## src/rtl/ccr_pkg.sv

```systemverilog
package ccr_pkg;
    localparam int CCR_W  = 8;
    localparam int OPND_W = 8;
    localparam int NIB_W  = OPND_W / 2;
    localparam int FLAG_W = 4;

    typedef struct packed {
        logic s;
        logic x;
        logic h;
        logic i;
        logic n;
        logic z;
        logic v;
        logic c;
    } ccr_t;

    typedef enum logic [1:0] {
        SRC_NONE = 2'd0,
        SRC_ALU  = 2'd1,
        SRC_TAP  = 2'd2,
        SRC_RTI  = 2'd3
    } wsrc_e;

    localparam ccr_t CCR_RESET = '{s: 1'b1, x: 1'b1, h: 1'b0, i: 1'b1,
                                   n: 1'b0, z: 1'b0, v: 1'b0, c: 1'b0};

    function automatic logic nib_carry(input logic [NIB_W-1:0] a,
                                       input logic [NIB_W-1:0] b,
                                       input logic cin);
        logic [NIB_W:0] sum;
        sum = {1'b0, a} + {1'b0, b} + {{NIB_W{1'b0}}, cin};
        return sum[NIB_W];
    endfunction
endpackage

```

## src/rtl/ccr_flags.sv

```systemverilog
module ccr_flags
    import ccr_pkg::*;
(
    input  logic              clk,
    input  logic              rst,
    input  wsrc_e             src,
    input  logic              add_op,
    input  logic [OPND_W-1:0] add_a,
    input  logic [OPND_W-1:0] add_b,
    input  logic              add_cin,
    input  logic              alu_upd,
    input  logic [FLAG_W-1:0] alu_nzvc,
    input  logic [CCR_W-1:0]  sw_data,
    output logic              h_q,
    output logic [FLAG_W-1:0] nzvc_q
);
    logic hc;
    assign hc = nib_carry(add_a[NIB_W-1:0], add_b[NIB_W-1:0], add_cin);

    always_ff @(posedge clk) begin
        if (rst) begin
            h_q    <= CCR_RESET.h;
            nzvc_q <= '0;
        end else if (src == SRC_TAP || src == SRC_RTI) begin
            h_q    <= sw_data[5];
            nzvc_q <= sw_data[FLAG_W-1:0];
        end else begin
            if (add_op)  h_q    <= hc;
            if (alu_upd) nzvc_q <= alu_nzvc;
        end
    end


    hc_follow_chk: assert property (@(posedge clk) disable iff (rst)
        (add_op && !(src == SRC_TAP || src == SRC_RTI)) |=> (h_q == $past(hc)));
endmodule

```

## src/rtl/ccr_mask.sv

```systemverilog
module ccr_mask
    import ccr_pkg::*;
(
    input  logic             clk,
    input  logic             rst,
    input  wsrc_e            src,
    input  logic [CCR_W-1:0] sw_data,
    input  logic             ack_valid,
    input  logic             ack_pin,
    output logic             s_q,
    output logic             x_q,
    output logic             i_q
);
    always_ff @(posedge clk) begin
        if (rst) begin
            s_q <= CCR_RESET.s;
            x_q <= CCR_RESET.x;
            i_q <= CCR_RESET.i;
        end else begin
            if (src == SRC_TAP || src == SRC_RTI) begin
                s_q <= sw_data[7];
                x_q <= x_q & sw_data[6];
                i_q <= sw_data[4];
            end
            if (ack_valid) begin
                i_q <= 1'b1;
                if (ack_pin) x_q <= 1'b1;
            end
        end
    end


    x_no_sw_set_chk: assert property (@(posedge clk) disable iff (rst)
        (!x_q && !(ack_valid && ack_pin)) |=> !x_q);

    ack_sets_i_chk: assert property (@(posedge clk) disable iff (rst)
        ack_valid |=> i_q);

    ack_pin_sets_x_chk: assert property (@(posedge clk) disable iff (rst)
        (ack_valid && ack_pin) |=> (x_q && i_q));

    reset_masks_chk: assert property (@(posedge clk)
        rst |=> (s_q && x_q && i_q));
endmodule

```

## src/rtl/ccr_arb.sv

```systemverilog
module ccr_arb (
    input  logic irq_pend,
    input  logic xirq_pend,
    input  logic i_mask,
    input  logic x_mask,
    output logic take_irq,
    output logic take_xirq
);
    always_comb begin
        take_xirq = xirq_pend & ~x_mask;
        take_irq  = irq_pend & ~i_mask & ~take_xirq;
    end
endmodule

```

## src/rtl/ccr_ctrl.sv

```systemverilog
module ccr_ctrl
    import ccr_pkg::*;
(
    input  logic              clk,
    input  logic              rst,
    input  logic              alu_upd,
    input  logic [FLAG_W-1:0] alu_nzvc,
    input  logic              add_op,
    input  logic [OPND_W-1:0] add_a,
    input  logic [OPND_W-1:0] add_b,
    input  logic              add_cin,
    input  logic              tap_we,
    input  logic [CCR_W-1:0]  tap_data,
    input  logic              rti_we,
    input  logic [CCR_W-1:0]  rti_data,
    input  logic              irq_pend,
    input  logic              xirq_pend,
    input  logic              ack_valid,
    input  logic              ack_pin,
    input  logic              stop_dec,
    output logic [CCR_W-1:0]  ccr_q,
    output logic              take_irq,
    output logic              take_xirq,
    output logic              stop_ok
);
    wsrc_e             src;
    logic [CCR_W-1:0]  sw_data;
    logic              s_q, x_q, i_q, h_q;
    logic [FLAG_W-1:0] nzvc_q;
    ccr_t              ccr;

    always_comb begin
        if (rti_we) begin
            src     = SRC_RTI;
            sw_data = rti_data;
        end else if (tap_we) begin
            src     = SRC_TAP;
            sw_data = tap_data;
        end else begin
            src     = (alu_upd || add_op) ? SRC_ALU : SRC_NONE;
            sw_data = '0;
        end
    end

    ccr_flags i_flags (
        .clk(clk), .rst(rst), .src(src), .add_op(add_op), .add_a(add_a),
        .add_b(add_b), .add_cin(add_cin), .alu_upd(alu_upd),
        .alu_nzvc(alu_nzvc), .sw_data(sw_data), .h_q(h_q), .nzvc_q(nzvc_q)
    );

    ccr_mask i_mask (
        .clk(clk), .rst(rst), .src(src), .sw_data(sw_data),
        .ack_valid(ack_valid), .ack_pin(ack_pin),
        .s_q(s_q), .x_q(x_q), .i_q(i_q)
    );

    ccr_arb i_arb (
        .irq_pend(irq_pend), .xirq_pend(xirq_pend), .i_mask(i_q),
        .x_mask(x_q), .take_irq(take_irq), .take_xirq(take_xirq)
    );

    always_comb begin
        ccr   = '{s: s_q, x: x_q, h: h_q, i: i_q,
                  n: nzvc_q[3], z: nzvc_q[2], v: nzvc_q[1], c: nzvc_q[0]};
        ccr_q = ccr;
    end

    assign stop_ok = stop_dec & ~s_q;


    irq_masked_chk: assert property (@(posedge clk) disable iff (rst)
        ccr_q[4] |-> !take_irq);

    take_excl_chk: assert property (@(posedge clk) disable iff (rst)
        $onehot0({take_irq, take_xirq}));

    stop_blocked_chk: assert property (@(posedge clk) disable iff (rst)
        ccr_q[7] |-> !stop_ok);
endmodule

```

## config.mk

```make
export PLATFORM = sky130hd
export DESIGN_NAME = ccr_ctrl
export DESIGN_NICKNAME = d
export VERILOG_FILES = /design/src/rtl/ccr_pkg.sv /design/src/rtl/ccr_flags.sv /design/src/rtl/ccr_mask.sv /design/src/rtl/ccr_arb.sv /design/src/rtl/ccr_ctrl.sv
export SDC_FILE = /design/constraint.sdc
export NUM_CORES = 1
export LEC_CHECK = 0
export BUFFER_PORTS_ARGS = -buffer_cell sky130_fd_sc_hd__buf_4
export CAP_MARGIN = 20
export CORE_MARGIN = 2
export CORE_UTILIZATION = 36
export CTS_BUF_LIST = sky130_fd_sc_hd__clkbuf_8
export DETAILED_ROUTE_END_ITERATION = 10
export PLACE_DENSITY = 0.88
export SLEW_MARGIN = 20
export SYNTH_ARGS = -nofsm -noshare
export SYNTH_HDL_FRONTEND = slang
export SYNTH_SLANG_ARGS = --single-unit
```

## constraint.sdc

```tcl
create_clock -name clk -period 1.28 [get_ports clk]
set_clock_uncertainty 0.2 [all_clocks]
set_input_delay 0.064 -clock clk [delete_from_list [all_inputs] [get_ports clk]]
set_output_delay 0.064 -clock clk [all_outputs]
set_load 0.02 [all_outputs]
```

# After elaboration in Yosys (flattened, before gate mapping)
# Index checks and enable logic that the tools add are counted.
[totals]
ff_bits = 8
inputBits = 48
[classes]
addsub = 2
eq_ne = 2
mux = 12
bitwise_logic = 9
reduce_logical = 5
[op_table]
columns = ["cell", "n"]
rows = [
  ["8-bit 2-to-1 mux", 2],
  ["4-bit 2-to-1 mux", 2],
  ["1-bit 2-to-1 mux", 6],
  ["4-bit by 4-bit adder with 5-bit output", 1],
  ["5-bit by 1-bit adder with 5-bit output", 1],
  ["1-bit bitwise AND", 5],
  ["2-bit equality test, second input constant", 2],
  ["2-bit 2-to-1 mux", 2],
  ["1-bit NOT", 4],
  ["2-bit nonzero test", 2],
  ["1-bit logical OR", 2],
  ["2-bit OR reduction", 1],
]

# Logic depth before layout (Yosys ltp)
[depth]
ltp_word = 9
ltp_mapped = 4
mapped_depth_nobuf = 4

# Cells and area by module
# Synthesis repeated with hierarchy kept, for this count alone.
[unflattened]
hier_cells = 63
hier_area_um2 = 638.1
[modules_own_cells]
columns = ["mod", "n_inst", "cells_each", "area_each_um2", "seq_area_each_um2"]
rows = [
  ["ccr_flags", 1, 29, 337.8, 100.1],
  ["ccr_ctrl", 1, 22, 163.9, 0.0],
  ["ccr_mask", 1, 10, 110.1, 60.1],
  ["ccr_arb", 1, 2, 26.3, 0.0],
]

# Worst setup path after synthesis
# No wires, ideal clock.
[synth_timing]
path_type = "reg-to-output"
start = "register i_mask.x_q"
end = "output port take_irq"
arrival_ps = 990
required_ps = 1016
setup_slack_ps = 26
stages_incl_launch_ff = 3
n_path_buf = 0
path_cell_list = "dfxtp_1 nor2b_1 nor3b_1"
[synth_via]
elab_chain_len = 4
[synth_rtl]
columns = ["item", "line_no", "text"]
rows = [
  ["start, declared", "ccr_mask.sv:11", "output logic x_q,"],
  ["start signal, assigned", "ccr_mask.sv:17", "x_q <= CCR_RESET.x;"],
  ["start signal, assigned", "ccr_mask.sv:22", "x_q <= x_q & sw_data[6];"],
  ["1-bit NOT", "ccr_arb.sv:10", "take_xirq = xirq_pend & ~x_mask;"],
  ["1-bit bitwise AND", "ccr_arb.sv:10", ""],
  ["named net take_xirq", "ccr_ctrl.sv:23", "output logic take_xirq,"],
  ["1-bit NOT", "ccr_arb.sv:11", "take_irq = irq_pend & ~i_mask & ~take_xirq;"],
  ["1-bit bitwise AND", "ccr_arb.sv:11", ""],
  ["end, declared", "ccr_ctrl.sv:22", "output logic take_irq,"],
]
# The timed path passes the listed nets, and every way through them passes these cells.

# Worst setup path in the final report
[layout_timing]
start = "register i_mask.x_q"
end = "output port take_irq"
[layout_via]
elab_chain_len = 4
[layout_rtl]
columns = ["item", "line_no"]
rows = [
  ["1-bit NOT", "ccr_arb.sv:10"],
  ["1-bit bitwise AND", "ccr_arb.sv:10"],
  ["1-bit NOT", "ccr_arb.sv:11"],
  ["1-bit bitwise AND", "ccr_arb.sv:11"],
]
# Every way passes these cells.

==> summary.log <==
qor: setup_path.path_buf_inv 1
qor: setup_path.crit_path_cell_trace nor2b_4 > nor3b_2 > buf_4
qor: yosys.synth_top_family_by_area compound AO/OA/AOI/OAI gates
qor: global_routing.antenna_violations_before_repair 0
qor: cells_and_area.areaGrowthSynthToFinish 97.42%
qor: setup_path.setup_crit_path_kind reg -> out
qor: power_and_ir_drop.cellLeakagePower 0.5788 nW
qor: cells_and_area.stdcell_count 143
qor: power_and_ir_drop.pwr_density_cell 764.9 nW/µm²
qor: detailed_routing.routed_wirelength 1890 µm
qor: setup_path.critPathTopFamily flip-flops
qor: yosys.async_reset_ff_share 0%
qor: floorplanning.core_area 1506 µm²
qor: setup_path.worst_setup_path_start_kind register
qor: yosys.syn-num-nets 117
qor: clock_network.cts_buffer_depth 2
qor: yosys.synth.yosys.warnings 0
qor: yosys.netlist_instances 65
qor: detailed_routing.wire_per_inst 13.22 µm
qor: yosys.ys_ff_latch 8
qor: floorplanning.io_count 59
qor: yosys.ys.flop_type sky130_fd_sc_hd__dfxtp_1
qor: power_and_ir_drop.total_power 878.6 µW
qor: sta.setup_ws 0.002491 ns
qor: clock_network.path_clk_slew 0.04 ns
qor: floorplanning.std_cell_rows 14
qor: detailed_routing.detailed_router_iteration_count_before_antenna_repair 2
qor: yosys.mapped_cell_area 581.8 µm²
qor: power_and_ir_drop.vdd.ir_drop.worst 0.4562 mV
qor: sta.finalCritPeriodShare 99.81%
qor: clock_network.cts_sinks 8
qor: yosys.synth-edff-count 0
qor: cells_and_area.num-nets-final 181
qor: setup_path.crit_required 1.02 ns
qor: clock_network.cts.root.buffer_cell sky130_fd_sc_hd__clkbuf_8
qor: setup_path.crit_path_max_incr_delay 0.35 ns
qor: floorplanning.die_h 44.20 µm
qor: clock_network.cts-htree-levels 1
qor: placement.buffer_ports.inserted 50
qor: sta.finalCriticalPeriod 1.278 ns
qor: floorplanning.start_util 38.62%
qor: yosys.synth_seq_area_share 27.53%
qor: detailed_routing.drc 0
qor: placement.dpl-instance-area 925.9 µm²
qor: global_routing.globalRoute.totalOverflow 0
qor: sta.report.final.hold_viol_count 0
qor: worst_hold_path.hold_start add_op
qor: setup_path.crit_path_max_fanout 3
qor: setup_path.end_kind output pin
qor: global_routing.pin_count_of_the_biggest_net_entering_global_routing 15
qor: sta.worst_hold_slack_after_final_layout 0.004175 ns
qor: yosys.yosys.area_share.adder 8.602%
qor: cells_and_area.antenna_cells 0
qor: placement.place_worst_setup_slack 0.03634 ns
qor: worst_hold_path.hold_class in -> reg
qor: detailed_routing.drtAntennaViolNets 0
qor: status.outcome completed
qor: yosys.synth_cell_type_count 27
qor: yosys.synth_compound_area_share 21.08%
qor: placement.hpwlAfterDp 1252 µm
qor: clock_network.tritoncts done
qor: placement.routabilityCongestion 0.7353
qor: sta.setup_viol 0
qor: global_routing.grt_first_pass_wirelength 3008 µm
qor: cells_and_area.mostFrequentLayoutCell sky130_fd_sc_hd__buf_4
qor: yosys.synth_simple_gate_area_share 21.08%
qor: setup_path.worstReg2RegStart i_flags.nzvc_q[2]$_SDFFE_PP0P_
qor: yosys.synth_area_per_cell 8.951 µm²
qor: detailed_routing.drt-initial-drc-count 4
qor: cells_and_area.drive_gt1_share 47.24%
qor: flow_run.maxCapViolCount 0
qor: yosys.post_synth_mux_area_share 12.26%
qor: clock_network.clk-insertion-delay-late 0.22 ns
qor: setup_path.worstSetupStartpoint i_mask.x_q$_SDFF_PP1_
qor: sta.finalMaxSlewViolations 0
qor: cells_and_area.layout.cells.most_common_list 50 x sky130_fd_sc_hd__buf_4, 14 x sky130_fd_sc_hd__dlygate4sd3_1, 10 x sky130_fd_sc_hd__nand2_1
qor: cells_and_area.layout.cell_area.non_filler 1149 µm²
qor: cells_and_area.final.fill_count 104
qor: sta.rsz0062_at_grt true
qor: clock_network.cts-buffers-inserted 3
qor: sta.total_negative_setup_slacks 0 ns
qor: floorplanning.dieArea 1954 µm²
qor: cells_and_area.final_core_util 76.25%
qor: setup_path.crit_path_top_delay_cell sky130_fd_sc_hd__dfxtp_4
qor: placement.number_of_cells_in_the_design_after_placement 124
qor: sta.headroom_to_the_max_slew_limit 83.89%
qor: global_routing.globalRouteTotalUtil 20.96%
qor: yosys.synth-xor-area-share 0%
qor: sta.tightest_slew 0.2407 ns
qor: detailed_routing.post_drt_via_cell_ratio 4.888
qor: sta.fmax 782.8 MHz
qor: detailed_routing.route.vias.total 699
qor: global_routing.number_of_global_route_vias_before_repair 723
qor: floorplanning.die_w 44.20 µm
qor: setup_path.crit_arrival 1.01 ns
[worst paths after layout]
| kind | end | slack (ns) | cells after the start |
|---|---|---|---|
| hold / removal | i_flags.h_q$_SDFFE_PP0P_ | 0.004 | 3 |
| setup / recovery | take_irq | 0.002 | 3 |
| hold reg to reg | i_mask.x_q$_SDFF_PP1_ | 0.33 | 1 |
| setup reg to reg | i_flags.nzvc_q[2]$_SDFFE_PP0P_ | 0.19 | 3 |
[cells by family after synthesis]
family	after synthesis
buffers and inverters	8
AOI/OAI and AO/OA	16
adders and majority gates	4
DFF	8
and+or+nand+nor	22
muxes	7
[flip-flops by register name, summed over array words and instances, names as in the netlist]
register and flops:
i_mask.s_q 1, i_flags.h_q 1, i_mask.i_q 1, i_flags.nzvc_q 4, i_mask.x_q 1
[Yosys cell counts, drive strengths merged (2+ instances only)]
cell type  instances  area (µm²)
o2bb2ai            2       17.52
dfxtp              8       160.2
nor2               2       7.510
nand2             10       37.54
a22o               2       17.52
ha                 4       50.05
o211ai             2       15.01
nor2b              4       25.02
buf                6       46.29
mux2i              6       60.06
o21ai              5       25.02
[report_power, final]
group | total [mW] | internal, mW | switching (mW)
registers | 0.282 | 0.269 | 0.0131
clock network | 0.293 | 0.203 | 0.0904
logic | 0.303 | 0.187 | 0.117
[layout make-up]
class                           count  area, µm²  share of cell area [%]
Timing Repair Buffer               66      540.5                   47.06
Tap cell                           16      20.02                   1.743
Inverter                            1      3.754                  0.3268
Sequential cell                     8      163.9                   14.27
Clock buffer                        3      41.29                   3.595
Multi-Input combinational cell     49      379.1                   33.01
[worst min-delay path: stages]
cell and delay, ns:
sky130_fd_sc_hd__buf_4 0.08, sky130_fd_sc_hd__o2111a_1 0.18, sky130_fd_sc_hd__a21oi_2 0.05
[per-layer routing]
metal / routed length (µm) / part of all wire [%] / vias up / GRT usage, %
met5: 0 / 0 / - / 0
met4: 8 / 0.42 / 0 / 9.091
met3: 175 / 9.3 / 2 / 2.857
met2: 959 / 51 / 39 / 37.94
met1: 747 / 40 / 302 / 24.32
li1: - / - / 356 / -
[timing repair]
item                       CTS  global route
setup buffers                0             0
hold buffers                16             0
setup endpoints to repair    0             3
gates resized for setup      0             8
hold endpoints to repair     8             0
No activity file was read; power rests on OpenSTA's default activity.
